$ cat config.mk
export PLATFORM = sky130hd
export DESIGN_NAME = fpu_stat_ctl
export DESIGN_NICKNAME = d
export VERILOG_FILES = /design/src/rtl/fpu_stat_pkg.sv /design/src/rtl/fsc_exc_accum.sv /design/src/rtl/fsc_round_ctl.sv /design/src/rtl/fpu_stat_ctl.sv
export SDC_FILE = /design/constraint.sdc
export NUM_CORES = 1
export LEC_CHECK = 0
export ABC_AREA = 1
export BUFFER_PORTS_ARGS = -buffer_cell sky130_fd_sc_hd__buf_2
export CAP_MARGIN = 20
export CORE_MARGIN = 1.5
export CORE_UTILIZATION = 25
export CTS_CLUSTER_DIAMETER = 100
export DETAILED_ROUTE_END_ITERATION = 7
export PLACE_DENSITY = 0.62
export SYNTH_ARGS = -nofsm -noshare
export SYNTH_HDL_FRONTEND = slang
export SYNTH_SLANG_ARGS = --single-unit
$ cat constraint.sdc
create_clock -name clk_i -period 1.1 [get_ports clk_i]
set_input_delay 0.22 -clock clk_i [delete_from_list [all_inputs] [get_ports clk_i]]
set_output_delay 0.22 -clock clk_i [all_outputs]
set_load 0.01 [all_outputs]
$ cat src/rtl/fpu_stat_pkg.sv
package fpu_stat_pkg;

   // Rounding directions as presented to the datapath
   typedef enum logic [1:0] {
      RND_NEAREST_EVEN = 2'd0,
      RND_TOWARD_ZERO  = 2'd1,
      RND_PLUS_INF     = 2'd2,
      RND_MINUS_INF    = 2'd3
   } rnd_mode_e;

   // Number of tracked exception kinds
   localparam int unsigned EXC_KINDS = 5;

   // Lowest rounding code without a supported direction
   localparam int unsigned FIRST_BAD_CODE = 4;

endpackage

$ cat src/rtl/fsc_exc_accum.sv
module fsc_exc_accum #(
   parameter int unsigned N = 5
) (
   input  logic         clk_i,
   input  logic         rst_ni,
   input  logic         we_i,
   input  logic [N-1:0] load_i,
   input  logic         ev_valid_i,
   input  logic [N-1:0] ev_i,
   output logic [N-1:0] flags_o
);

   logic [N-1:0] flags_q;

   always_ff @(posedge clk_i or negedge rst_ni) begin
      if (!rst_ni) begin
         flags_q <= '0;
      end else if (we_i) begin
         flags_q <= load_i;
      end else if (ev_valid_i) begin
         flags_q <= flags_q | ev_i;
      end
   end

   assign flags_o = flags_q;

   // a write reloads the accumulator
   p_reload_r5: assert property (@(posedge clk_i) disable iff (!rst_ni)
      we_i |=> flags_o == $past(load_i));

   // no flag is lost without a write
   p_no_loss_r4: assert property (@(posedge clk_i) disable iff (!rst_ni)
      !we_i |=> (flags_o & $past(flags_o)) == $past(flags_o));

   // valid events are captured
   p_capture_r4: assert property (@(posedge clk_i) disable iff (!rst_ni)
      (!we_i && ev_valid_i) |=> (flags_o & $past(ev_i)) == $past(ev_i));

endmodule

$ cat src/rtl/fsc_round_ctl.sv
module fsc_round_ctl
   import fpu_stat_pkg::*;
#(
   parameter int unsigned RM_W     = 3,
   parameter bit          ERR_HOLD = 1'b0
) (
   input  logic            clk_i,
   input  logic            rst_ni,
   input  logic            we_i,
   input  logic [RM_W-1:0] new_code_i,
   input  logic [RM_W-1:0] old_code_i,
   output rnd_mode_e       mode_o,
   output logic            err_o
);

   localparam logic [RM_W-1:0] BAD_LO = RM_W'(FIRST_BAD_CODE);

   logic      changed;
   logic      bad_code;
   rnd_mode_e mode_q;
   logic      err_q;

   assign changed  = we_i && (new_code_i != old_code_i);
   assign bad_code = new_code_i >= BAD_LO;

   always_ff @(posedge clk_i or negedge rst_ni) begin
      if (!rst_ni) begin
         mode_q <= RND_NEAREST_EVEN;
      end else if (changed && !bad_code) begin
         mode_q <= rnd_mode_e'(new_code_i[1:0]);
      end
   end

   generate
      if (ERR_HOLD) begin : g_err_hold
         always_ff @(posedge clk_i or negedge rst_ni) begin
            if (!rst_ni) begin
               err_q <= 1'b0;
            end else if (changed && bad_code) begin
               err_q <= 1'b1;
            end else if (we_i && !bad_code) begin
               err_q <= 1'b0;
            end
         end

         // held error only falls on a supported-code write
         p_err_held_r10: assert property (@(posedge clk_i) disable iff (!rst_ni)
            (err_o && !(we_i && new_code_i < BAD_LO)) |=> err_o);
      end else begin : g_err_pulse
         always_ff @(posedge clk_i or negedge rst_ni) begin
            if (!rst_ni) begin
               err_q <= 1'b0;
            end else begin
               err_q <= changed && bad_code;
            end
         end

         // pulse needs a write one cycle earlier
         p_err_pulse_r10: assert property (@(posedge clk_i) disable iff (!rst_ni)
            !we_i |=> !err_o);
      end
   endgenerate

   assign mode_o = mode_q;
   assign err_o  = err_q;

   // unchanged field leaves the mode alone
   p_same_code_r8: assert property (@(posedge clk_i) disable iff (!rst_ni)
      (!we_i || new_code_i == old_code_i) |=> $stable(mode_o));

   // unsupported code keeps the mode
   p_bad_keep_r9: assert property (@(posedge clk_i) disable iff (!rst_ni)
      (we_i && new_code_i >= BAD_LO) |=> $stable(mode_o));

   // changed unsupported code raises error
   p_bad_err_r9: assert property (@(posedge clk_i) disable iff (!rst_ni)
      (we_i && new_code_i != old_code_i && new_code_i >= BAD_LO) |=> err_o);

   // supported change is adopted
   p_mode_set_r7: assert property (@(posedge clk_i) disable iff (!rst_ni)
      (we_i && new_code_i != old_code_i && new_code_i < BAD_LO)
      |=> mode_o == rnd_mode_e'($past(new_code_i[1:0])));

endmodule

$ cat src/rtl/fpu_stat_ctl.sv
module fpu_stat_ctl
   import fpu_stat_pkg::*;
#(
   parameter int unsigned DATA_W   = 32,
   parameter int unsigned RM_LSB   = 0,
   parameter int unsigned RM_W     = 3,
   parameter int unsigned FLAG_LSB = 3,
   parameter int unsigned EXC_W    = 5,
   parameter int unsigned TRAP_LSB = 8,
   parameter int unsigned CMP_BIT  = 29,
   parameter bit          ERR_HOLD = 1'b0
) (
   input  logic              clk_i,
   input  logic              rst_ni,
   input  logic              wr_en_i,
   input  logic [DATA_W-1:0] wr_data_i,
   output logic [DATA_W-1:0] rd_data_o,
   input  logic              ev_valid_i,
   input  logic [EXC_W-1:0]  ev_flags_i,
   input  logic              cmp_valid_i,
   input  logic              cmp_result_i,
   output logic [1:0]        rnd_mode_o,
   output logic              rnd_err_o
);

   localparam logic [DATA_W-1:0] ONE        = DATA_W'(1);
   localparam logic [DATA_W-1:0] RM_FIELD   = ((ONE << RM_W) - ONE) << RM_LSB;
   localparam logic [DATA_W-1:0] FLAG_FIELD = ((ONE << EXC_W) - ONE) << FLAG_LSB;
   localparam logic [DATA_W-1:0] TRAP_FIELD = ((ONE << EXC_W) - ONE) << TRAP_LSB;
   localparam logic [DATA_W-1:0] CMP_FIELD  = ONE << CMP_BIT;
   localparam logic [DATA_W-1:0] WR_MASK    = RM_FIELD | FLAG_FIELD | TRAP_FIELD | CMP_FIELD;

   // Elaboration-time parameter checks
   generate
      if (EXC_W != EXC_KINDS) begin : g_bad_exc
         $error("EXC_W must equal the number of exception kinds");
      end
      if (RM_W < 3) begin : g_bad_rmw
         $error("RM_W must hold unsupported codes");
      end
      if (RM_LSB + RM_W > FLAG_LSB) begin : g_ovl_rm
         $error("rounding field overlaps flag field");
      end
      if (FLAG_LSB + EXC_W > TRAP_LSB) begin : g_ovl_flag
         $error("flag field overlaps trap field");
      end
      if (TRAP_LSB + EXC_W > CMP_BIT) begin : g_ovl_trap
         $error("trap field overlaps compare bit");
      end
      if (CMP_BIT >= DATA_W) begin : g_bad_cmp
         $error("compare bit outside word");
      end
   endgenerate

   logic [DATA_W-1:0] word_q;
   logic [EXC_W-1:0]  acc_flags;
   rnd_mode_e         mode_w;

   always_ff @(posedge clk_i or negedge rst_ni) begin
      if (!rst_ni) begin
         word_q <= '0;
      end else if (wr_en_i) begin
         word_q <= wr_data_i & WR_MASK;
      end else if (cmp_valid_i) begin
         word_q[CMP_BIT] <= cmp_result_i;
      end
   end

   fsc_exc_accum #(
      .N (EXC_W)
   ) u_accum (
      .clk_i      (clk_i),
      .rst_ni     (rst_ni),
      .we_i       (wr_en_i),
      .load_i     (wr_data_i[TRAP_LSB +: EXC_W]),
      .ev_valid_i (ev_valid_i),
      .ev_i       (ev_flags_i),
      .flags_o    (acc_flags)
   );

   fsc_round_ctl #(
      .RM_W     (RM_W),
      .ERR_HOLD (ERR_HOLD)
   ) u_round (
      .clk_i      (clk_i),
      .rst_ni     (rst_ni),
      .we_i       (wr_en_i),
      .new_code_i (wr_data_i[RM_LSB +: RM_W]),
      .old_code_i (word_q[RM_LSB +: RM_W]),
      .mode_o     (mode_w),
      .err_o      (rnd_err_o)
   );

   assign rd_data_o  = (word_q & WR_MASK) | (DATA_W'(acc_flags) << FLAG_LSB);
   assign rnd_mode_o = mode_w;

   // non-flag read bits follow the masked written word
   p_wr_mask_r2: assert property (@(posedge clk_i) disable iff (!rst_ni)
      wr_en_i |=> (rd_data_o & ~FLAG_FIELD) == ($past(wr_data_i) & WR_MASK & ~FLAG_FIELD));

   // compare result lands in its bit
   p_cmp_store_r11: assert property (@(posedge clk_i) disable iff (!rst_ni)
      (!wr_en_i && cmp_valid_i) |=> rd_data_o[CMP_BIT] == $past(cmp_result_i));

   // write wins over a same-cycle compare
   p_wr_prio_r6: assert property (@(posedge clk_i) disable iff (!rst_ni)
      wr_en_i |=> rd_data_o[CMP_BIT] == $past(wr_data_i[CMP_BIT]));

endmodule

==> tab_implementation.tex, run 1 <==
\begin{tabular}{lr}
\hline
Metric & Value \\
\hline
\multicolumn{2}{l}{\textbf{Cells and area}} \\
\quad Utilization after layout & about a third \\
\quad Combined flip-flop and latch cell area & 551 um\^{}2 \\
\quad Number of filler cells placed in the layout & 486 \\
\quad Post-route design area & 1370 um\^{}2 \\
\quad Number of standard cells in the final layout excluding fillers & 224 \\
\quad Share of post-route cells with drive strength above 1 & between 30\% and 40\% \\
\quad Total area of multi-input combinational cells & 400 um\^{}2 \\
\quad Diodes inserted & 0 \\
\quad Growth of design area from synthesis to finish & 21.4\% \\
\quad Number of nets at the end of the flow & 217 \\
\multicolumn{2}{l}{\textbf{Drt}} \\
\quad Number of violations reported at the end of detailed-routing iteration 0 & 29 \\
\quad Final WL & 2250 um \\
\quad Count of TritonRoute iterations in the first routing pass & 3 \\
\quad Post-route DRC violation count & 0 \\
\quad Amount of wire on met3 after detailed routing & 151 um \\
\quad Post-DR wirelength/cell & 10.0 um \\
\quad Post-route met1 wirelength & 986 um \\
\quad Met2 routed wirelength & 1110 um \\
\quad Total number of vias & 864 \\
\quad Max layer used & met3 \\
\quad Number of vias per cell & 3.86 \\
\quad Count of nets left with antenna violations after detail routing & 0 \\
\multicolumn{2}{l}{\textbf{Logic synthesis}} \\
\quad Cell types with the highest counts after synthesis & sky130\_fd\_sc\_hd\_\_nand2\_1 (45), sky130\_fd\_sc\_hd\_\_buf\_4 (27), sky130\_fd\_sc\_hd\_\_dfrtp\_1 (22) \\
\quad Number of warnings printed during yosys synthesis & 0 \\
\quad Cells taking the most area after synthesis & sky130\_fd\_sc\_hd\_\_dfrtp\_1 (49\%), sky130\_fd\_sc\_hd\_\_buf\_4 (18\%), sky130\_fd\_sc\_hd\_\_nand2\_1 (15\%) \\
\quad Number of standard cells after synthesis & 131 \\
\quad Post-Synthesis Mean Instance Area & 8.61 um\^{}2 \\
\quad Most frequent cell after synthesis & sky130\_fd\_sc\_hd\_\_nand2\_1 \\
\quad Post-synthesis instance area & 1130 um\^{}2 \\
\quad Number of flops mapped to enable cells by yosys & 0 \\
\quad Library cell with the largest summed area after synthesis & sky130\_fd\_sc\_hd\_\_dfrtp\_1 \\
\quad Portion of the post-synthesis area used by sequential elements & 48.8\% \\
\quad FFs w/ async S/R, synth & 100\% \\
\quad Most frequently used flop master after synthesis & sky130\_fd\_sc\_hd\_\_dfrtp\_1 \\
\quad Area share of the largest cell type after synthesis & a little under 50\% \\
\quad Number of synthesized register bits & 22 \\
\quad Number of distinct standard cells referenced by the synthesized netlist & 17 \\
\multicolumn{2}{l}{\textbf{Placed design}} \\
\quad Final HPWL DP & between 1500 and 2000 um \\
\quad Count of input and output buffers & 41 \\
\quad Post-Place Cells & roughly 210 \\
\quad Post-detailed-placement cell area & about 1300 um\^{}2 \\
\quad RePlAce Congestion & 0.769 \\
\multicolumn{2}{l}{\textbf{Timing}} \\
\quad Max-slew violation total from the final report & 0 \\
\quad Post-route minimum period & 1.22 ns \\
\quad Final number of setup-violating endpoints & 5 \\
\quad Fraction of the cycle the final worst path needs & 111\% \\
\quad Setup ws final & -0.119 ns \\
\quad Fin Clk Skew & between 0.0004 and 0.0005 ns \\
\quad Unrepaired setup endpoints after global routing & true \\
\quad Maximum clock rate & 821 MHz \\
\quad Final number of hold-violating endpoints & 0 \\
\multicolumn{2}{l}{\textbf{Pwr}} \\
\quad Pwr Total & around 1.8 mW \\
\quad Worst-case vdd ir drop & 0.453 mV \\
\quad Pwr/cell area & 1300 nW/um\^{}2 \\
\quad Static Leak & slightly below 0.8 nW \\
\multicolumn{2}{l}{\textbf{Global routing}} \\
\quad Maximum number of pins on one net before global-route repair & 23 \\
\quad Antenna violations before repair & 0 \\
\quad Number of global-route vias before repair & between 800 and 900 \\
\quad All-Layer GR Usage & a little under a tenth \\
\quad Wire length of the first global-routing pass & between 3000 and 4000 um \\
\quad Total congestion overflow & 0 \\
\multicolumn{2}{l}{\textbf{Worst setup path}} \\
\quad Worst EP required & 0.88 ns \\
\quad Largest fanout of any net on the critical path & 2 \\
\quad Startpoint Class & flop \\
\quad Data arrival time at the worst-slack endpoint & 1.00 ns \\
\quad Slack of the worst reg-to-reg path & 0.13 ns \\
\quad Crit Path Category & flop to primary output \\
\quad Crit path capture type & primary output \\
\multicolumn{2}{l}{\textbf{Die}} \\
\quad Die area & 4920 um\^{}2 \\
\quad Floorplan Core Area & between 4000 and 5000 um\^{}2 \\
\quad Width of the die & 70.2 um \\
\quad Row Count & 24 \\
\quad Starting density of the core & 25.9\% \\
\quad Die height & 70.2 um \\
\quad Number of ports placed on the die boundary & 78 \\
\multicolumn{2}{l}{\textbf{CTS}} \\
\quad H-tree lvl count & 1 \\
\quad Worst-skew pair later-pin latency & 0.25 ns \\
\quad Clock Pin Slew Worst Setup and Hold Paths & 0.07 ns \\
\quad Sink count of the clock tree & 22 \\
\quad CTS tree & done \\
\quad Clk buf depth & 2 \\
\quad Number of buffers inserted during clock tree synthesis & 3 \\
\quad CTS root buffer & sky130\_fd\_sc\_hd\_\_clkbuf\_8 \\
\multicolumn{2}{l}{\textbf{Status}} \\
\quad Result of the run & finished with violations \\
\quad Violations in the final reports & setup timing \\
\multicolumn{2}{l}{\textbf{Hold path}} \\
\quad Class of the most critical hold timing path & input pin to flop \\
\multicolumn{2}{l}{\textbf{Flow run}} \\
\quad Max Cap Viol & 0 \\
\hline
\end{tabular}
[metal layers]
| layer | GRT usage, % | vias up |
|---|---|---|
| li1 | - | 443 |
| met1 | 10.8 | 384 |
| met2 | 16.7 | 37 |
| met3 | 2.16 | 0 |
| met4 | 5.13 | 0 |
| met5 | 0 | - |
[registers in the layout, summed over array words and instances, names as in the netlist]
name,flops
u_round.mode_o,2
u_accum.flags_o,5
word_q,14
u_round.err_o,1
[report_power, final]
part           internal [mW]  leakage (nW)  switching, mW  total [mW]
clock                  0.244        0.0216          0.237       0.481
sequential             0.886         0.266         0.0400       0.926
combinational          0.170         0.491          0.210       0.380
total                   1.30         0.779          0.487        1.79
[kinds of logic after synthesis]
kind of cell	share of synthesized area, %
AND/OR/NAND/NOR	21.4
buffers and inverters	21.3
flip-flops	48.8
AO/OA/AOI/OAI	5.77
XOR/XNOR	1.44
multiplexers	0.888
other	0.333
[worst paths after layout]
check / startpoint / to / cells after the start
max: word_q[7]$_DFFE_PN0P_ / rd_data_o[7] / 2
min: wr_data_i[6] / word_q[6]$_DFFE_PN0P_ / 3
max reg2reg: word_q[2]$_DFFE_PN0P_ / u_round.mode_o[0]$_DFFE_PN0P_ / 6
min reg2reg: word_q[6]$_DFFE_PN0P_ / word_q[6]$_DFFE_PN0P_ / 2
max in group asynchronous: rst_ni / word_q[5]$_DFFE_PN0P_ / 2
min in group asynchronous: rst_ni / u_accum.flags_o[3]$_DFFE_PN0P_ / 2
[placed cells by master, fill, tap and decap left out]
master	instances
sky130_fd_sc_hd__inv_1	5
sky130_fd_sc_hd__dfrtp_1	22
sky130_fd_sc_hd__buf_2	40
sky130_fd_sc_hd__o21ai_1	7
sky130_fd_sc_hd__xnor2_2	1
sky130_fd_sc_hd__buf_4	9
sky130_fd_sc_hd__nand3_2	1
sky130_fd_sc_hd__mux2i_1	1
sky130_fd_sc_hd__nand2_1	45
sky130_fd_sc_hd__conb_1	18
sky130_fd_sc_hd__or2_1	5
sky130_fd_sc_hd__nand2_2	1
sky130_fd_sc_hd__dlygate4sd3_1	1
sky130_fd_sc_hd__clkbuf_8	3
sky130_fd_sc_hd__nand3_1	3
sky130_fd_sc_hd__nor2_2	1
sky130_fd_sc_hd__inv_2	1
sky130_fd_sc_hd__a21oi_1	6
sky130_fd_sc_hd__buf_6	1
sky130_fd_sc_hd__nor2_1	1
[critical path, stage by stage (launching register included)]
cell                      delay [ns]
sky130_fd_sc_hd__dfrtp_1        0.38
sky130_fd_sc_hd__or2_1          0.23
sky130_fd_sc_hd__buf_2          0.14
[stage by stage]
stage | setup slack (ns) | TNS (ns) | hold slack [ns]
global route | -0.161 | -0.761 | 0.187
global placement | 0.154 | 0 | 0.219
CTS | -0.131 | -0.576 | 0.163
finish | -0.119 | -0.537 | 0.171
floorplan | 0.203 | 0 | -0.0756
detailed placement | 0.131 | 0 | 0.216
[final cells by class]
cell class,instances,area share [%]
timing repair buffer,51,21.1
clock buffer,3,3.02
tap,52,4.75
sequential,22,40.2
multi-input combinational,90,29.3
inverter,6,1.65
[what timing repair did]
item                       in CTS  in global routing
gates resized for setup         0                  1
hold buffers                    1                  0
setup buffers                   4                  2
hold endpoints to repair       22                  0
pin swaps                       3                  3
setup endpoints to repair       5                  6
(Power assumes the default switching activity.)
==> run 2: changes to the inputs <==
Settings changed: ABC_AREA 1 to 0, PLACE_DENSITY 0.62 to 0.63, SLEW_MARGIN set to 20.
==> run 2 against run 1 <==
The run still ends with setup timing left. Synthesized area fell by 3.0%. Clock power up 55%. Design area grew 5.9%. Cell count fell by 12%. Sequential share of layout area shrank 2.3 points. Largest cell class unchanged.
==> tab_implementation.tex, run 2 <==
\begin{tabular}{lr}
\hline
Metric & Value \\
\hline
\multicolumn{2}{l}{\textbf{Worst setup path}} \\
\quad Worst stage delay on the critical path & 0.42 ns (+0.04 ns) \\
\quad Largest fanout of any net on the critical path & 2 (unchanged) \\
\quad Chain of cells forming the critical path & xor2\_2 -> o311ai\_2 -> mux2\_1 \\
\quad Crit path capture type & flop \\
\quad Worst EP required & 1.25 ns (+0.37 ns) \\
\quad Crit. Startpoint & word\_q[0]\$\_DFFE\_PN0P\_ \\
\quad R2r startpoint & word\_q[0]\$\_DFFE\_PN0P\_ \\
\quad Crit Path Category & flop to flop \\
\quad Cell at the slowest stage of the critical path & sky130\_fd\_sc\_hd\_\_dfrtp\_1 \\
\quad Startpoint Class & flop \\
\quad Data arrival time at the worst-slack endpoint & 1.52 ns (+0.52 ns) \\
\quad Kind of cell with the highest combined delay on the critical path & flip-flops \\
\quad Sum of buffers and inverters on the critical path & 0 (-1) \\
\multicolumn{2}{l}{\textbf{CTS}} \\
\quad CTS root buffer & sky130\_fd\_sc\_hd\_\_clkbuf\_8 \\
\quad Clock Pin Slew Worst Setup and Hold Paths & 0.08 ns (about the same) \\
\quad Worst-skew pair later-pin latency & 0.26 ns (about the same) \\
\quad CTS tree & done \\
\quad Sink count of the clock tree & 22 (unchanged) \\
\quad Number of buffers inserted during clock tree synthesis & 3 (unchanged) \\
\quad Clk buf depth & 2 (unchanged) \\
\quad H-tree lvl count & 1 (unchanged) \\
\multicolumn{2}{l}{\textbf{Logic synthesis}} \\
\quad Area share of the largest cell type after synthesis & 50.3\% (+1.5 points) \\
\quad Cells taking the most area after synthesis & sky130\_fd\_sc\_hd\_\_dfrtp\_1 (50\%), sky130\_fd\_sc\_hd\_\_buf\_4 (19\%), sky130\_fd\_sc\_hd\_\_mux2\_2 (7.2\%) \\
\quad Number of distinct standard cells referenced by the synthesized netlist & 17 (unchanged) \\
\quad Most frequent cell after synthesis & sky130\_fd\_sc\_hd\_\_buf\_4 \\
\quad Most frequently used flop master after synthesis & sky130\_fd\_sc\_hd\_\_dfrtp\_1 \\
\quad Library cell with the largest summed area after synthesis & sky130\_fd\_sc\_hd\_\_dfrtp\_1 \\
\quad Number of synthesized register bits & 22 (unchanged) \\
\quad Number of standard cells after synthesis & 104 (-21\%) \\
\quad Number of flops mapped to enable cells by yosys & 0 (unchanged) \\
\quad Number of warnings printed during yosys synthesis & 0 (unchanged) \\
\quad Portion of the post-synthesis area used by sequential elements & 50.3\% (+1.5 points) \\
\quad Post-Synthesis Mean Instance Area & 10.5 um\^{}2 (+22\%) \\
\quad Post-synthesis instance area & 1090 um\^{}2 (-3.0\%) \\
\quad FFs w/ async S/R, synth & 100\% (unchanged) \\
\quad Cell types with the highest counts after synthesis & sky130\_fd\_sc\_hd\_\_buf\_4 (27), sky130\_fd\_sc\_hd\_\_dfrtp\_1 (22), sky130\_fd\_sc\_hd\_\_o21ai\_0 (12) \\
\multicolumn{2}{l}{\textbf{Die}} \\
\quad Width of the die & 69.1 um (-1.4\%) \\
\quad Row Count & 23 (-4.2\%) \\
\quad Number of ports placed on the die boundary & 78 (unchanged) \\
\quad Die height & 69.1 um (-1.4\%) \\
\quad Die area & 4780 um\^{}2 (-2.9\%) \\
\quad Starting density of the core & 26.6\% (+0.68 points) \\
\quad Floorplan Core Area & 4120 um\^{}2 (-5.5\%) \\
\multicolumn{2}{l}{\textbf{Drt}} \\
\quad Count of nets left with antenna violations after detail routing & 0 (unchanged) \\
\quad Number of vias per cell & 3.90 (+1.1\%) \\
\quad Post-route DRC violation count & 0 (unchanged) \\
\quad Total number of vias & 772 (-11\%) \\
\quad Count of TritonRoute iterations in the first routing pass & 4 (+1) \\
\quad Number of violations reported at the end of detailed-routing iteration 0 & 9 (-69\%) \\
\quad Final WL & 2110 um (-6.2\%) \\
\quad Post-DR wirelength/cell & 10.7 um (+6.1\%) \\
\multicolumn{2}{l}{\textbf{Cells and area}} \\
\quad Highest-count cells in the layout ignoring fill and taps & sky130\_fd\_sc\_hd\_\_buf\_2 (33), sky130\_fd\_sc\_hd\_\_dfrtp\_1 (22), sky130\_fd\_sc\_hd\_\_conb\_1 (18) \\
\quad Number of filler cells placed in the layout & 423 (-13\%) \\
\quad Utilization after layout & 35.2\% (+3.8 points) \\
\quad Share of post-route cells with drive strength above 1 & 47.3\% (+14 points) \\
\quad Growth of design area from synthesis to finish & 32.6\% \\
\quad Flip-flop count of the largest register after layout & 14 (unchanged) \\
\quad Number of nets at the end of the flow & 192 (-12\%) \\
\quad Diodes inserted & 0 (unchanged) \\
\quad Most common cell after layout, fill and taps aside & sky130\_fd\_sc\_hd\_\_buf\_2 \\
\quad Register with the most flip-flops & word\_q \\
\multicolumn{2}{l}{\textbf{Global routing}} \\
\quad Wire length of the first global-routing pass & 3480 um (-4.5\%) \\
\quad Antenna violations before repair & 0 (unchanged) \\
\quad All-Layer GR Usage & 9.12\% (-0.47 points) \\
\quad Maximum number of pins on one net before global-route repair & 23 (unchanged) \\
\quad Total congestion overflow & 0 (unchanged) \\
\quad Number of global-route vias before repair & 743 (-14\%) \\
\multicolumn{2}{l}{\textbf{Timing}} \\
\quad Max-slew violation total from the final report & 0 (unchanged) \\
\quad Final number of hold-violating endpoints & 0 (unchanged) \\
\quad Relative slew slack & 66.7\% \\
\quad Post-route minimum period & 1.37 ns (+0.156 ns) \\
\quad Unrepaired setup endpoints after global routing & true \\
\quad Final number of setup-violating endpoints & 10 (+5) \\
\quad Fraction of the cycle the final worst path needs & 125\% (+14 points) \\
\quad Setup ws final & -0.274 ns (-0.156 ns) \\
\quad Fin Clk Skew & 0.000343 ns (-0.0000864 ns) \\
\quad Transition time of the tightest slew-check pin & roughly 0.50 ns \\
\quad Maximum clock rate & 728 MHz (-11\%) \\
\multicolumn{2}{l}{\textbf{Hold path}} \\
\quad Class of the most critical hold timing path & input pin to flop \\
\quad Hold Crit Start & wr\_data\_i[29] \\
\multicolumn{2}{l}{\textbf{Placed design}} \\
\quad Final HPWL DP & 1560 um (-9.3\%) \\
\quad Count of input and output buffers & 41 (unchanged) \\
\quad Worst-case setup slack after placement & -0.263 ns (-0.394 ns) \\
\quad RePlAce Congestion & 0.731 (-4.9\%) \\
\multicolumn{2}{l}{\textbf{Pwr}} \\
\quad Static Leak & 0.741 nW (-4.8\%) \\
\quad Worst-case vdd ir drop & 0.692 mV (+53\%) \\
\quad Pwr/cell area & 1460 nW/um\^{}2 (+12\%) \\
\multicolumn{2}{l}{\textbf{Status}} \\
\quad Violations in the final reports & setup timing \\
\quad Result of the run & finished with violations \\
\multicolumn{2}{l}{\textbf{Flow run}} \\
\quad Max Cap Viol & 0 (unchanged) \\
\hline
\end{tabular}
==> run 2: layer usage <==
layer | up-vias | GRT usage, % | share of wire (%)
met4 | 0 | 1.31 | 0.62
met3 | 2 | 3.65 | 7.0
met1 | 355 | 11.9 | 44
met2 | 36 | 14.6 | 48
li1 | 379 | - | -
met5 | - | 0 | 0
==> run 2: cell type report <==
| class | count | area, um^2 | share of cell area [%] |
|---|---|---|---|
| inverters | 7 | 26.3 | 1.81 |
| clock inverters | 1 | 30.0 | 2.07 |
| clock buffers | 3 | 41.3 | 2.85 |
| flip-flops and latches | 22 | 551 | 38.0 |
| repair buffers | 53 | 355 | 24.5 |
| well taps | 50 | 62.6 | 4.31 |
| multi-input cells | 62 | 384 | 26.5 |
==> run 2: final timing paths <==
| path | endpoint | cells past startpoint | slack (ns) |
|---|---|---|---|
| setup / recovery | u_round.mode_o[1]$_DFFE_PN0P_ | 3 | -0.27 |
| hold / removal | word_q[29]$_DFFE_PN0P_ | 3 | 0.18 |
| setup reg to reg | u_round.mode_o[1]$_DFFE_PN0P_ | 3 | -0.27 |
| hold reg to reg | u_round.mode_o[1]$_DFFE_PN0P_ | 1 | 0.49 |
| max in group asynchronous | word_q[5]$_DFFE_PN0P_ | 2 | 0.30 |
| min in group asynchronous | word_q[7]$_DFFE_PN0P_ | 2 | 0.45 |
==> run 2: cells by family after synthesis <==
logic type | count (synthesis) | synth area share, %
other | 1 | 0.343
and+or+nand+nor | 14 | 6.06
AOI/OAI and AO/OA | 18 | 9.27
xor gates and xnor gates | 2 | 1.60
DFF | 22 | 50.3
muxes | 10 | 10.2
buffers and inverters | 37 | 22.2
==> run 2: per-stage QoR <==
step	setup TNS, ns	hold slack (ns)	cells	power, mW	cell area, um^2
global route	-1.70	0.182	198	2.25	1450
global placement	-0.422	0.222	188	1.30	1250
floorplan	-0.392	-0.0756	121	1.22	1160
CTS	-1.32	0.169	194	2.14	1410
detailed placement	-0.524	0.229	188	1.31	1250
finish	-1.26	0.176	198	2.12	1450
==> run 2: timing repair <==
item | 4_1_cts | 5_1_grt
pin swaps | 2 | 2
hold buffers | 1 | 0
setup endpoints to repair | 10 | 10
gates resized for setup | 15 | 1
hold endpoints to repair | 22 | 0
setup buffers | 2 | 4
==> run 2: power by group <==
group / leakage (nW) / internal [mW] / switching, mW
Combinational: 0.444 / 0.239 / 0.202
Sequential: 0.262 / 0.892 / 0.0447
Clock: 0.0357 / 0.486 / 0.259
Total: 0.741 / 1.62 / 0.506
==> run 2: tightest hold or removal path: stages <==
cell and delay [ns]:
sky130_fd_sc_hd__buf_2 0.07, sky130_fd_sc_hd__nand2_1 0.04, sky130_fd_sc_hd__o21ai_0 0.07
==> run 3: changes to the inputs <==
Settings changed: PLACE_DENSITY 0.63 to 0.64.
==> run 3 against run 2 <==
The flow still finishes with violations (setup timing). Cell count increased by 1.5%. Clock skew hardly changed. Critical path depth stayed put. Flip-flop and latch count stayed put. Maximum frequency is 3.1% higher. Combinational power increased by 4%. Design area is 0.69% higher. Sequential share of layout area shrank 0.26 points. Register-to-register slack improved by 0.04 ns. Via count is 0.26% lower. Global-route usage up 0.22 points. Largest cell class unchanged.
==> tab_implementation.tex, run 3 (synthesis gave the netlist of run 2 again) <==
\begin{tabular}{lr}
\hline
Metric & Value \\
\hline
\multicolumn{2}{l}{\textbf{Pwr}} \\
\quad Part of the total power dissipated in the clock network & 28.7\% (-6.4 points) \\
\quad Switching Power & 0.495 mW (-2.1\%) \\
\quad Combinational cell fraction of total power & 23.4\% (+2.6 points) \\
\quad Pwr Total & 1.96 mW (-7.7\%) \\
\quad Worst-case vdd ir drop & 0.431 mV (-38\%) \\
\quad Pwr/cell area & 1340 nW/um\^{}2 (-8.4\%) \\
\quad Static Leak & 0.750 nW (+1.2\%) \\
\quad Switch share & 25.3\% (+1.4 points) \\
\quad Internal Pwr Total & 1.46 mW (-9.5\%) \\
\quad Part of the power in registers & 47.9\% (+3.8 points) \\
\multicolumn{2}{l}{\textbf{Drt}} \\
\quad Count of nets left with antenna violations after detail routing & 0 (unchanged) \\
\quad Post-DR wirelength/cell & 10.7 um (+0.51\%) \\
\quad Total number of vias & 770 (-0.26\%) \\
\quad Post-route DRC violation count & 0 (unchanged) \\
\quad Number of violations reported at the end of detailed-routing iteration 0 & 14 (+5) \\
\quad Final WL & 2150 um (+2.0\%) \\
\quad Number of vias per cell & 3.83 (-1.7\%) \\
\quad Count of TritonRoute iterations in the first routing pass & 2 (-2) \\
\multicolumn{2}{l}{\textbf{Flow run}} \\
\quad Max Cap Viol & 0 (unchanged) \\
\multicolumn{2}{l}{\textbf{Worst setup path}} \\
\quad Worst stage delay on the critical path & 0.41 ns (about the same) \\
\quad Crit Path Category & flop to flop \\
\quad Worst EP required & 1.24 ns (about the same) \\
\quad Data arrival time at the worst-slack endpoint & 1.48 ns (-0.04 ns) \\
\quad Chain of cells forming the critical path & xor2\_2 -> o311ai\_2 -> mux2\_1 \\
\quad Crit path capture type & flop \\
\quad Cell at the slowest stage of the critical path & sky130\_fd\_sc\_hd\_\_dfrtp\_1 \\
\quad Largest fanout of any net on the critical path & 2 (unchanged) \\
\quad Startpoint Class & flop \\
\multicolumn{2}{l}{\textbf{CTS}} \\
\quad Clk buf depth & 2 (unchanged) \\
\quad Worst-skew pair later-pin latency & 0.25 ns (about the same) \\
\quad Clock Pin Slew Worst Setup and Hold Paths & 0.08 ns (about the same) \\
\quad H-tree lvl count & 1 (unchanged) \\
\quad Number of buffers inserted during clock tree synthesis & 3 (unchanged) \\
\quad Sink count of the clock tree & 22 (unchanged) \\
\quad CTS root buffer & sky130\_fd\_sc\_hd\_\_clkbuf\_8 \\
\quad CTS tree & done \\
\multicolumn{2}{l}{\textbf{Timing}} \\
\quad Post-route minimum period & 1.33 ns (-0.0416 ns) \\
\quad Relative slew slack & 66.7\% (about the same) \\
\quad Setup ws final & -0.233 ns (+0.0416 ns) \\
\quad Fin Hold WS & 0.189 ns (+0.0124 ns) \\
\quad Fraction of the cycle the final worst path needs & 121\% (-3.8 points) \\
\quad Final number of setup-violating endpoints & 10 (unchanged) \\
\quad Fin Clk Skew & 0.000607 ns (+0.000264 ns) \\
\quad Maximum clock rate & 750 MHz (+3.1\%) \\
\quad Unrepaired setup endpoints after global routing & true \\
\quad Max-slew violation total from the final report & 0 (unchanged) \\
\quad Transition time of the tightest slew-check pin & 0.500 ns (+0.0000223 ns) \\
\quad Total negative setup slack & -1.32 ns (-0.0534 ns) \\
\quad Final number of hold-violating endpoints & 0 (unchanged) \\
\multicolumn{2}{l}{\textbf{Global routing}} \\
\quad Number of global-route vias before repair & 743 (unchanged) \\
\quad Wire length of the first global-routing pass & 3630 um (+4.2\%) \\
\quad Total congestion overflow & 0 (unchanged) \\
\quad All-Layer GR Usage & 9.34\% (+0.22 points) \\
\quad Antenna violations before repair & 0 (unchanged) \\
\quad Maximum number of pins on one net before global-route repair & 23 (unchanged) \\
\multicolumn{2}{l}{\textbf{Die}} \\
\quad Row Count & 23 (unchanged) \\
\quad Die height & 69.1 um (unchanged) \\
\quad Number of ports placed on the die boundary & 78 (unchanged) \\
\quad Die area & 4780 um\^{}2 (unchanged) \\
\quad Width of the die & 69.1 um (unchanged) \\
\quad Starting density of the core & 26.6\% (unchanged) \\
\quad Floorplan Core Area & 4120 um\^{}2 (unchanged) \\
\multicolumn{2}{l}{\textbf{Cells and area}} \\
\quad Flip-flop count of the largest register after layout & 14 (unchanged) \\
\quad Register with the most flip-flops & word\_q \\
\quad Number of nets at the end of the flow & 195 (+1.6\%) \\
\quad Share of post-route cells with drive strength above 1 & 48.3\% (+1.0 points) \\
\quad Diodes inserted & 0 (unchanged) \\
\quad Combined flip-flop and latch cell area & 551 um\^{}2 (unchanged) \\
\quad Growth of design area from synthesis to finish & 33.5\% \\
\quad Highest-count cells in the layout ignoring fill and taps & sky130\_fd\_sc\_hd\_\_buf\_2 (33), sky130\_fd\_sc\_hd\_\_dfrtp\_1 (22), sky130\_fd\_sc\_hd\_\_conb\_1 (18) \\
\quad Number of filler cells placed in the layout & 437 (+3.3\%) \\
\quad Most common cell after layout, fill and taps aside & sky130\_fd\_sc\_hd\_\_buf\_2 \\
\quad Total area of multi-input combinational cells & 384 um\^{}2 (unchanged) \\
\multicolumn{2}{l}{\textbf{Placed design}} \\
\quad Count of input and output buffers & 41 (unchanged) \\
\quad Worst-case setup slack after placement & -0.217 ns (+0.0465 ns) \\
\quad RePlAce Congestion & 0.764 (+4.5\%) \\
\quad Final HPWL DP & 1630 um (+4.8\%) \\
\multicolumn{2}{l}{\textbf{Status}} \\
\quad Violations in the final reports & setup timing \\
\quad Result of the run & finished with violations \\
\multicolumn{2}{l}{\textbf{Hold path}} \\
\quad Class of the most critical hold timing path & input pin to flop \\
\hline
\end{tabular}
==> run 3: worst max-delay path: cells and delay by family (launching register included) <==
family          cells  cell delay, ns
xor+xnor            1            0.19
mux                 1            0.35
flops               1            0.41
compound gates      1            0.27
==> run 3: stage by stage <==
stage	cells	area, um^2	util [%]
after CTS	197	1420	34.6
after floorplan	121	1160	-
final	201	1460	35.5
after global routing	201	1460	35.5
after detailed placement	189	1260	30.6
after global placement	189	1260	30.6
==> run 3: timing repair <==
action / CTS / global route
gates cloned: 0 / 0
setup buffers: 3 / 4
hold buffers: 1 / 0
pin swaps: 3 / 2
setup endpoints to repair: 10 / 10
resized for setup: 16 / 1
hold endpoints to repair: 22 / 0
==> run 3: final timing paths <==
path	depth (start not counted)	from	slack, ns	end
setup / recovery	3	word_q[1]$_DFFE_PN0P_	-0.23	u_round.mode_o[1]$_DFFE_PN0P_
hold / removal	3	wr_data_i[10]	0.19	u_accum.flags_o[2]$_DFFE_PN0P_
setup reg to reg	3	word_q[1]$_DFFE_PN0P_	-0.23	u_round.mode_o[1]$_DFFE_PN0P_
hold reg to reg	1	u_round.mode_o[0]$_DFFE_PN0P_	0.50	u_round.mode_o[0]$_DFFE_PN0P_
max in group asynchronous	2	rst_ni	0.29	word_q[9]$_DFFE_PN0P_
min in group asynchronous	2	rst_ni	0.47	u_accum.flags_o[4]$_DFFE_PN0P_
==> run 3: area by class of cell <==
cell class	instances	share of cell area, %
clock buffers	4	3.77
flip-flops and latches	22	37.7
well taps	50	4.28
multi-input cells	62	26.3
inverters	7	1.80
repair buffers	56	26.1
==> run 3: power by group through the flow <==
stage	Combinational, mW	Clock, mW	Sequential, mW
final	0.458	0.562	0.937
after global routing	0.508	0.631	0.951
after CTS	0.440	0.602	0.938
after detailed placement	0.362	0	0.950
after global placement	0.359	0	0.947
after floorplan	0.268	0	0.951
==> run 3: routing by layer <==
metal  global-route usage, %  up-vias  part of all wire [%]
met2                    15.0       32                    49
met3                    2.34        2                   6.7
li1                        -      381                     -
met1                    12.2      355                    44
met5                       0        -                     0
met4                    3.27        0                  0.46
